## config.mk

```make
export PLATFORM = sky130hd
export DESIGN_NAME = sdram_ap_sequencer
export DESIGN_NICKNAME = d
export VERILOG_FILES = /design/src/rtl/sdseq_pkg.sv /design/src/rtl/sdseq_bank.sv /design/src/rtl/sdseq_dqtrack.sv /design/src/rtl/sdram_ap_sequencer.sv
export SDC_FILE = /design/constraint.sdc
export NUM_CORES = 1
export LEC_CHECK = 0
export BUFFER_PORTS_ARGS = -buffer_cell sky130_fd_sc_hd__buf_2
export CAP_MARGIN = 10
export CORE_MARGIN = 3
export CORE_UTILIZATION = 49
export CTS_CLUSTER_DIAMETER = 30
export DETAILED_ROUTE_END_ITERATION = 12
export GPL_ROUTABILITY_DRIVEN = 0
export MAX_ROUTING_LAYER = met4
export PLACE_DENSITY = 0.77
export SYNTH_ARGS = -nofsm -noshare
export SYNTH_HDL_FRONTEND = slang
export SYNTH_HIERARCHICAL = 1
export SYNTH_SLANG_ARGS = --single-unit
```

## constraint.sdc

```tcl
create_clock -name clk -period 3.25 [get_ports clk]
set_input_delay 0.325 -clock clk [delete_from_list [all_inputs] [get_ports clk]]
set_output_delay 0.325 -clock clk [all_outputs]
set_load 0.02 [all_outputs]
```

## src/rtl/sdseq_pkg.sv

```systemverilog
package sdseq_pkg;

    typedef enum logic [3:0] {
        CMD_NOP = 4'b0111,
        CMD_ACT = 4'b0011,
        CMD_RD  = 4'b0101,
        CMD_WR  = 4'b0100,
        CMD_PRE = 4'b0010
    } cmd_e;

    typedef enum logic [2:0] {
        BK_IDLE,
        BK_OPEN,
        BK_APRD,
        BK_APWR,
        BK_PRE
    } bank_st_e;

    localparam int DQM_LEAD = 3;
    localparam int AP_BIT   = 10;

    function automatic logic is_column(cmd_e c);
        return (c == CMD_RD) || (c == CMD_WR);
    endfunction

endpackage

```

## src/rtl/sdseq_bank.sv

```systemverilog
module sdseq_bank
    import sdseq_pkg::*;
#(
    parameter int ROW_W     = 13,
    parameter int CNT_W     = 6,
    parameter int BURST_LEN = 4,
    parameter int T_RCD     = 2,
    parameter int T_RP      = 2,
    parameter int T_DPL     = 2
) (
    input  logic             clk,
    input  logic             rst,
    input  cmd_e             cmd,
    input  logic             sel,
    input  logic             ap,
    input  logic             wr_single,
    input  logic [ROW_W-1:0] row,
    output logic             can_act,
    output logic             can_col,
    output logic             row_hit
);
    localparam logic [CNT_W-1:0] LD_RCD  = CNT_W'(T_RCD - 1);
    localparam logic [CNT_W-1:0] LD_RP   = CNT_W'(T_RP - 1);
    localparam logic [CNT_W-1:0] LD_RDAP = CNT_W'(BURST_LEN - 1);
    localparam logic [CNT_W-1:0] LD_WRBL = CNT_W'(BURST_LEN - 1 + T_DPL - 1);
    localparam logic [CNT_W-1:0] LD_WR1  = CNT_W'(T_DPL - 1);

    bank_st_e         state;
    logic [CNT_W-1:0] cnt;
    logic [ROW_W-1:0] open_row;

    always_ff @(posedge clk) begin
        if (rst) begin
            state    <= BK_IDLE;
            cnt      <= '0;
            open_row <= '0;
        end else if (sel && cmd == CMD_ACT) begin
            state    <= BK_OPEN;
            cnt      <= LD_RCD;
            open_row <= row;
        end else if (sel && cmd == CMD_PRE) begin
            state <= BK_PRE;
            cnt   <= LD_RP;
        end else if (sel && is_column(cmd) && ap) begin
            if (cmd == CMD_RD) begin
                state <= BK_APRD;
                cnt   <= LD_RDAP;
            end else begin
                state <= BK_APWR;
                cnt   <= wr_single ? LD_WR1 : LD_WRBL;
            end
        end else if (!sel && is_column(cmd) && state == BK_APRD) begin
            // another bank's access cuts the closing read short
            state <= BK_PRE;
            cnt   <= LD_RP;
        end else if (cnt != '0) begin
            cnt <= cnt - 1'b1;
        end else begin
            case (state)
                BK_APRD, BK_APWR: begin
                    state <= BK_PRE;
                    cnt   <= LD_RP;
                end
                BK_PRE:  state <= BK_IDLE;
                default: state <= state;
            endcase
        end
    end

    assign can_act = (state == BK_IDLE || state == BK_PRE) && (cnt == '0);
    assign can_col = (state == BK_OPEN) && (cnt == '0);
    assign row_hit = (open_row == row);

endmodule

```

## src/rtl/sdseq_dqtrack.sv

```systemverilog
module sdseq_dqtrack
    import sdseq_pkg::*;
#(
    parameter int CAS_LAT   = 3,
    parameter int BURST_LEN = 4,
    parameter int CNT_W     = 6
) (
    input  logic clk,
    input  logic rst,
    input  logic rd_go,
    input  logic wr_go,
    input  logic mask_go,
    output logic rd_busy,
    output logic lead_zero,
    output logic lead_full,
    output logic rd_capture
);
    localparam logic [CNT_W-1:0] LD_BUSY = CNT_W'(CAS_LAT + BURST_LEN - 1);
    localparam logic [CNT_W-1:0] LD_BEAT = CNT_W'(BURST_LEN - 1);

    logic [CNT_W-1:0]   busy_cnt;
    logic [CNT_W-1:0]   beat_cnt;
    logic [2:0]         lead_cnt;
    logic [CAS_LAT-1:0] lat_sh;

    always_ff @(posedge clk) begin
        if (rst || wr_go) begin
            busy_cnt <= '0;
            beat_cnt <= '0;
            lead_cnt <= '0;
            lat_sh   <= '0;
        end else begin
            lat_sh <= (lat_sh << 1) | CAS_LAT'(rd_go);
            if (rd_go)
                busy_cnt <= LD_BUSY;
            else if (busy_cnt != '0)
                busy_cnt <= busy_cnt - 1'b1;
            if (lat_sh[CAS_LAT-1])
                beat_cnt <= LD_BEAT;
            else if (beat_cnt != '0)
                beat_cnt <= beat_cnt - 1'b1;
            if (mask_go)
                lead_cnt <= lead_cnt + 1'b1;
        end
    end

    assign rd_busy    = (busy_cnt != '0);
    assign lead_zero  = (lead_cnt == '0);
    assign lead_full  = (lead_cnt == 3'(DQM_LEAD));
    assign rd_capture = lat_sh[CAS_LAT-1] || (beat_cnt != '0);

endmodule

```

## src/rtl/sdram_ap_sequencer.sv

```systemverilog
module sdram_ap_sequencer
    import sdseq_pkg::*;
#(
    parameter int NUM_BANKS = 4,
    parameter int ROW_W     = 13,
    parameter int COL_W     = 9,
    parameter int BURST_LEN = 4,
    parameter int CAS_LAT   = 3,
    parameter int T_RCD     = 2,
    parameter int T_RP      = 2,
    parameter int T_DPL     = 2,
    parameter int CNT_W     = 6,
    localparam int BA_W     = $clog2(NUM_BANKS)
) (
    input  logic             clk,
    input  logic             rst,
    input  logic             wb_single,
    input  logic             req_valid,
    input  logic             req_write,
    input  logic             req_autopre,
    input  logic [BA_W-1:0]  req_bank,
    input  logic [ROW_W-1:0] req_row,
    input  logic [COL_W-1:0] req_col,
    output logic             req_ready,
    output logic             sd_cs_n,
    output logic             sd_ras_n,
    output logic             sd_cas_n,
    output logic             sd_we_n,
    output logic [BA_W-1:0]  sd_ba,
    output logic [ROW_W-1:0] sd_addr,
    output logic             sd_dqm,
    output logic             rd_capture
);
    cmd_e             cmd;
    logic             can_act [NUM_BANKS];
    logic             can_col [NUM_BANKS];
    logic             row_hit [NUM_BANKS];
    logic             rd_busy, lead_zero, lead_full, mask_go;
    logic [ROW_W-1:0] col_word;

    for (genvar i = 0; i < NUM_BANKS; i++) begin : g_bank
        sdseq_bank #(
            .ROW_W(ROW_W), .CNT_W(CNT_W), .BURST_LEN(BURST_LEN),
            .T_RCD(T_RCD), .T_RP(T_RP), .T_DPL(T_DPL)
        ) u_bank (
            .clk      (clk),
            .rst      (rst),
            .cmd      (cmd),
            .sel      (req_bank == BA_W'(i)),
            .ap       (req_autopre),
            .wr_single(wb_single),
            .row      (req_row),
            .can_act  (can_act[i]),
            .can_col  (can_col[i]),
            .row_hit  (row_hit[i])
        );
    end

    sdseq_dqtrack #(
        .CAS_LAT(CAS_LAT), .BURST_LEN(BURST_LEN), .CNT_W(CNT_W)
    ) u_dq (
        .clk       (clk),
        .rst       (rst),
        .rd_go     (cmd == CMD_RD),
        .wr_go     (cmd == CMD_WR),
        .mask_go   (mask_go),
        .rd_busy   (rd_busy),
        .lead_zero (lead_zero),
        .lead_full (lead_full),
        .rd_capture(rd_capture)
    );

    always_comb begin
        cmd       = CMD_NOP;
        sd_ba     = '0;
        sd_addr   = '0;
        mask_go   = 1'b0;
        req_ready = 1'b0;
        col_word  = ROW_W'(req_col);
        col_word[AP_BIT] = req_autopre;
        if (req_valid) begin
            if (can_col[req_bank]) begin
                if (!row_hit[req_bank]) begin
                    cmd   = CMD_PRE;
                    sd_ba = req_bank;
                end else if (!req_write || lead_full || (lead_zero && !rd_busy)) begin
                    cmd       = req_write ? CMD_WR : CMD_RD;
                    sd_ba     = req_bank;
                    sd_addr   = col_word;
                    req_ready = 1'b1;
                end else begin
                    mask_go = 1'b1;
                end
            end else if (can_act[req_bank]) begin
                cmd     = CMD_ACT;
                sd_ba   = req_bank;
                sd_addr = req_row;
            end
        end
    end

    assign {sd_cs_n, sd_ras_n, sd_cas_n, sd_we_n} = cmd;
    assign sd_dqm = mask_go;

endmodule

```

==> results.yml, run 1 <==
run_status:
  status: "complete, no violations"
yosys:
  synth_largest_area_cell: "dfxtp_1"
  yosysSeqAreaShare_pct: 34.4
  syn_area_um2: 6170
  synth_top_flop_cell: "dfxtp_1"
  synth_cells: 738
  synth.avg_cell_area_um2: 8.35
  synthArstFlopShare_pct: 0
  yosysWarnings: 6
  synth_top_cell_area_share_pct: 34.4
  synth-edff-count: 0
  synth_common_cells: "125 x nand2_1, 106 x dfxtp_1, 65 x a21oi_1"
  synth-seq-cells: 106
  yosysMostFrequentCell: "nand2_1"
  synth_area_leaders: "dfxtp_1 34%, nand2_1 7.6%, a21oi_1 5.3%, xor2_1 5.1%, xnor2_1 5.0%"
  synth_cell_type_count: 65
sta:
  fin_skew_ns: 0.0125
  final_max_slew_viol_count: 0
  final_hold_viol_count: 0
  rsz0062_at_grt: "yes"
  finalCritPeriodShare_pct: 98.2
  holdWs_ns: 0.286
  slew_headroom_pct: 52.8
  setup_violations: 0
  clock.fmax_mhz: 313
  period_needed_ns: 3.19
  worst_pin_slew_ns: 0.703
finish:
  areaGrowthSynthToFinish_pct: 25.3
  fin_util_pct: 63.5
  nets: 890
  antenna_cells: 0
  final_area_um2: 7720
  drive_above_1_share_pct: 23.7
worst_setup_path:
  start_kind: "flop"
  path_class: "reg -> reg"
  critPathRequiredTime_ns: 3.47
  crit_path_frequent_cell: "nor4_2"
  path_max_fanout: 7
  crit_arrival_ns: 3.41
  worst_path_largest_cell_delay_ns: 0.35
  critPathCaptureType: "flop"
  cp_slowest_cell: "mux4_2"
  path_cells: "xor2_1 -> nor4_2 -> nand4_1 -> nor4_2 -> mux4_2 -> and2b_2 -> o21ai_4 -> buf_6 -> and4bb_2 -> nor4bb_2 -> buf_4 -> a31o_1 -> a221oi_2"
pwr:
  powerDensity_nw_per_um2: 658
  p_total_mw: 5.08
  ir_worst_vdd_mv: 0.614
  p_leak_nw: 3.00
clocking:
  path_clk_slew_ns: 0.07
  clock_sinks: 106
  clk_latency_ns: 0.36
  cts_buffer_depth: 2
  cts_tree: "done"
  cts.htree.levels: 3
  cts-root-buf: "clkbuf_16"
  cts_buffers: 9
placed_design:
  portBuffers: 50
  placed_area_um2: 7070
  dpl.hpwl_um: 10900
global_routing:
  grt_max_degree: 52
  groute.usage.overall_pct: 22.4
  grt-ovfl-total: 0
  antenna_found_initial: 0
  grt_pass1_vias: 5198
  grt_pass1_wl_um: 25000
run:
  maxCapViolCount: 0
die:
  core_um2: 12200
  die_w_um: 118
  initial_core_util_pct: 50.7
  dieArea_um2: 14000
  ioPinCount: 52
  die_h_um: 118
  row_count: 40
route:
  wl_per_cell_um: 16.0
  drt_iter0_markers: 436
  vias: 5672
  drtPass1Iterations: 5
  routed_via_density: 5.57
  finalWirelength_um: 16300
  route.detailed.drc: 0
  postRouteAntennaNets: 0
hold_path:
  min_path_type: "in -> reg"
## repair_timing
action / CTS / global route
cloned: 0 / 3
setup endpoints to repair: 27 / 105
gates resized for setup: 4 / 43
pin swaps: 0 / 13
hold buffers: 0 / 0
buffers inserted: 0 / 3
endpoints found under the hold margin: 0 / 0
## metrics by stage
stage	setup TNS [ns]	setup slack, ns	std cells
floorplan	0	0.0329	750
global placement	-0.741	-0.0724	997
detailed placement	-3.68	-0.146	997
CTS	0	0.00112	1013
global route	-0.585	-0.0966	1019
finish	0	0.0591	1019
## path summary, 6_finish.rpt
| kind | from | to | slack, ns | cells past startpoint |
|---|---|---|---|---|
| setup / recovery | g_bank[3].u_bank/open_row[1] | g_bank[2].u_bank/cnt[0] | 0.06 | 13 |
| hold reg to reg | u_dq/lat_sh[0] | u_dq/lat_sh[1] | 0.43 | 1 |
| hold / removal | req_row[1] | g_bank[2].u_bank/open_row[1] | 0.29 | 3 |
| setup reg to reg | g_bank[3].u_bank/open_row[1] | g_bank[2].u_bank/cnt[0] | 0.06 | 13 |
## per-layer routing
metal	track usage, %	up-vias	part of all wire, %
met3	5.50	25	6.3
met4	6.08	0	1.9
met1	29.6	2659	44
met5	-	-	0
met2	34.5	181	48
li1	-	2807	-
## critical path: cells and delay by family, from the launching register on
kind | cells | cell delay (ns)
AND/OR/NAND/NOR | 6 | 1.59
multiplexers | 1 | 0.35
flip-flops | 1 | 0.32
buffers and inverters | 2 | 0.31
AO/OA/AOI/OAI | 3 | 0.30
XOR/XNOR | 1 | 0.17
## power by group
part | switching, mW | internal (mW)
clock network | 0.533 | 0.638
registers | 0.203 | 1.50
logic | 1.20 | 1.01
total | 1.93 | 3.15
## kinds of logic (layout without fill, tap and decap cells)
logic type / Yosys count / count (layout) / synth area share, %
AND/OR/NAND/NOR: 342 / 342 / 31.2
AO/OA/AOI/OAI: 133 / 134 / 14.8
flip-flops: 106 / 106 / 34.4
XOR/XNOR: 71 / 71 / 10.1
buffers and inverters: 65 / 165 / 4.46
adder cells (fa/ha/maj): 14 / 14 / 2.84
multiplexers: 6 / 6 / 2.11
other: 1 / 13 / 0.0608
## layout make-up
class | count | area, um^2
timing repair buffer | 110 | 856
clock inverter | 6 | 85.1
tap | 168 | 210
inverter | 39 | 146
multi-input combinational | 580 | 4070
fill | 1019 | 4440
sequential | 106 | 2120
clock buffer | 10 | 239
## flip-flops by register name, summed over array words and instances, names as in the netlist
signal	cells
u_dq/beat_cnt	6
u_dq/busy_cnt	6
u_dq/lead_cnt	3
u_dq/lat_sh	3
g_bank.u_bank/cnt	24
g_bank.u_bank/state	12
g_bank.u_bank/open_row	52
## placed cells by master, fill, tap and decap left out, types with 9 or more instances in the layout
master,n
a21oi_1,64
buf_12,9
buf_2,50
buf_4,47
clkbuf_16,11
conb_1,13
dfxtp_1,105
ha_1,14
inv_1,38
nand2_1,123
nand2b_1,14
nand3_1,9
nand3b_1,9
nand4_1,13
nor2_1,41
nor2b_1,12
nor3_1,21
nor3b_1,9
o32ai_1,9
xnor2_1,35
xor2_1,36
Power figures use the tool's default switching activity.
==> run 2, diff against run 1 <==
BUFFER_PORTS_ARGS = -buffer_cell sky130_fd_sc_hd__buf_4   (was -buffer_cell sky130_fd_sc_hd__buf_2)
==> run 2 against run 1 <==
Effect of this change: non-clock buffer count grew 2; combinational power grew 2%; final area grew 1.8%; clock power grew 12%; critical path depth shrank 5; first-iteration DRC count shrank 3.2%; largest power group unchanged; highest routed layer unchanged.
==> results.yml, run 2 (same netlist as run 1, synthesis figures left out) <==
run_status:
  status: "complete, no violations"
global_routing:
  grt_max_degree: 76
  grt_pass1_wl_um: 25700
  grt-ovfl-total: 0
  grt_pass1_vias: 5317
  antenna_found_initial: 0
  groute.usage.overall_pct: 23.1
sta:
  worst_slack_ns: 0.145
  clock.fmax_mhz: 322
  finalCritPeriodShare_pct: 95.5
  period_needed_ns: 3.10
  worst_pin_slew_ns: 0.842
  setup_violations: 0
  fin_tns_setup_ns: 0
  fin_skew_ns: 0.00787
  slew_headroom_pct: 43.9
  final_max_slew_viol_count: 0
  final_hold_viol_count: 0
  holdWs_ns: 0.259
route:
  routed_via_density: 5.61
  postRouteAntennaNets: 0
  drtPass1Iterations: 5
  drt_iter0_markers: 422
  route.detailed.drc: 0
  finalWirelength_um: 16200
  vias: 5730
  wl_per_cell_um: 15.8
die:
  die_w_um: 118
  core_um2: 12200
  row_count: 40
  die_h_um: 118
  ioPinCount: 52
  initial_core_util_pct: 50.7
  dieArea_um2: 14000
worst_setup_path:
  path_class: "reg -> out"
  critPathRequiredTime_ns: 2.92
  r2r_cells: 11
  rrSetupSlack_ns: 0.18
  path_max_fanout: 10
  start_kind: "flop"
  regToRegEndpoint: "g_bank[3].u_bank/cnt[4]"
  crit_arrival_ns: 2.78
  rr_startpoint: "g_bank[3].u_bank/cnt[4]"
  critPathCaptureType: "output pin"
placed_design:
  portBuffers: 50
  dpl.hpwl_um: 10900
  dp_cells: 1004
  pre_cts_slack_ns: -0.224
finish:
  fin_util_pct: 64.6
  final_cells: 1022
  reg.largest.list: "g_bank.u_bank/open_row (52), g_bank.u_bank/cnt (24), g_bank.u_bank/state (12)"
  drive_above_1_share_pct: 23.5
  nets: 893
  largest_register_ffs: 52
  regMostFlops: "g_bank.u_bank/open_row"
  most-common-layout-cells: "125 x nand2_1, 106 x dfxtp_1, 100 x buf_4"
  antenna_cells: 0
  mostFrequentLayoutCell: "nand2_1"
  areaGrowthSynthToFinish_pct: 27.5
clocking:
  cts-root-buf: "clkbuf_16"
  clk_latency_ns: 0.36
  path_clk_slew_ns: 0.08
  cts_buffer_depth: 2
  cts.htree.levels: 3
  clock_sinks: 106
  cts_buffers: 9
  cts_tree: "done"
  cts_setup_buffers: 0
hold_path:
  whs_path_depth: 3
  hp-start: "req_row[10]"
  hold_end: "g_bank[3].u_bank/open_row[10]"
  min_path_type: "in -> reg"
pwr:
  ir_worst_vdd_mv: 0.459
  powerDensity_nw_per_um2: 670
  p_leak_nw: 3.05
run:
  maxCapViolCount: 0
==> run 2: worst max-delay path, stage by stage, from the launching register on <==
cell and delay (ns):
dfxtp_1 0.34, nor4_4 0.31, nand2_2 0.12, buf_4 0.17
nor3_2 0.23, nand2b_1 0.10, mux4_2 0.63, o32ai_1 0.31
buf_4 0.20
==> run 2: worst max-delay path by stage <==
stage / startpoint / to / slack [ns] / depth (start not counted)
2_1_floorplan: g_bank[1].u_bank/cnt[4] / g_bank[0].u_bank/open_row[10] / 0.03 / 11
3_3_place_gp: req_row[1] / g_bank[0].u_bank/state[2] / -0.18 / 13
3_5_place_dp: req_row[1] / g_bank[3].u_bank/state[2] / -0.22 / 13
4_1_cts: g_bank[2].u_bank/cnt[4] / sd_addr[10] / 0.02 / 8
5_1_grt: g_bank[2].u_bank/open_row[1] / g_bank[3].u_bank/cnt[0] / -0.04 / 12
6_report: g_bank[2].u_bank/cnt[4] / sd_addr[8] / 0.15 / 8
==> run 2: cell type report <==
type,count,area (um^2)
Clock buffer,10,239
Clock inverter,6,116
Fill cell,1023,4300
Inverter,39,146
Multi-Input combinational cell,581,4050
Sequential cell,106,2120
Tap cell,168,210
Timing Repair Buffer,112,973
==> run 2: per-layer routing <==
| layer | GRT usage, % | up-vias | wire, um |
|---|---|---|---|
| li1 | - | 2804 | - |
| met1 | 30.2 | 2707 | 7150 |
| met2 | 36.2 | 189 | 7590 |
| met3 | 5.74 | 30 | 1120 |
| met4 | 5.64 | 0 | 286 |
| met5 | - | - | 0 |
==> run 2: metrics by stage <==
| step | power (mW) | area (um^2) |
|---|---|---|
| global route | 5.62 | 7860 |
| CTS | 5.23 | 7670 |
| floorplan | 3.18 | 6210 |
| global placement | 3.85 | 7260 |
| detailed placement | 3.89 | 7260 |
| finish | 5.27 | 7860 |
==> run 2: timing repair <==
item	4_1_cts	5_1_grt
resized for setup	9	31
cloned	0	2
setup endpoints to repair	27	101
hold buffers	0	0
pin swaps	0	9
==> run 2: power by group <==
part / leakage, nW / switching, mW / internal [mW]
clock: 0.174 / 0.529 / 0.783
combinational: 2.01 / 1.19 / 1.07
sequential: 0.862 / 0.201 / 1.50
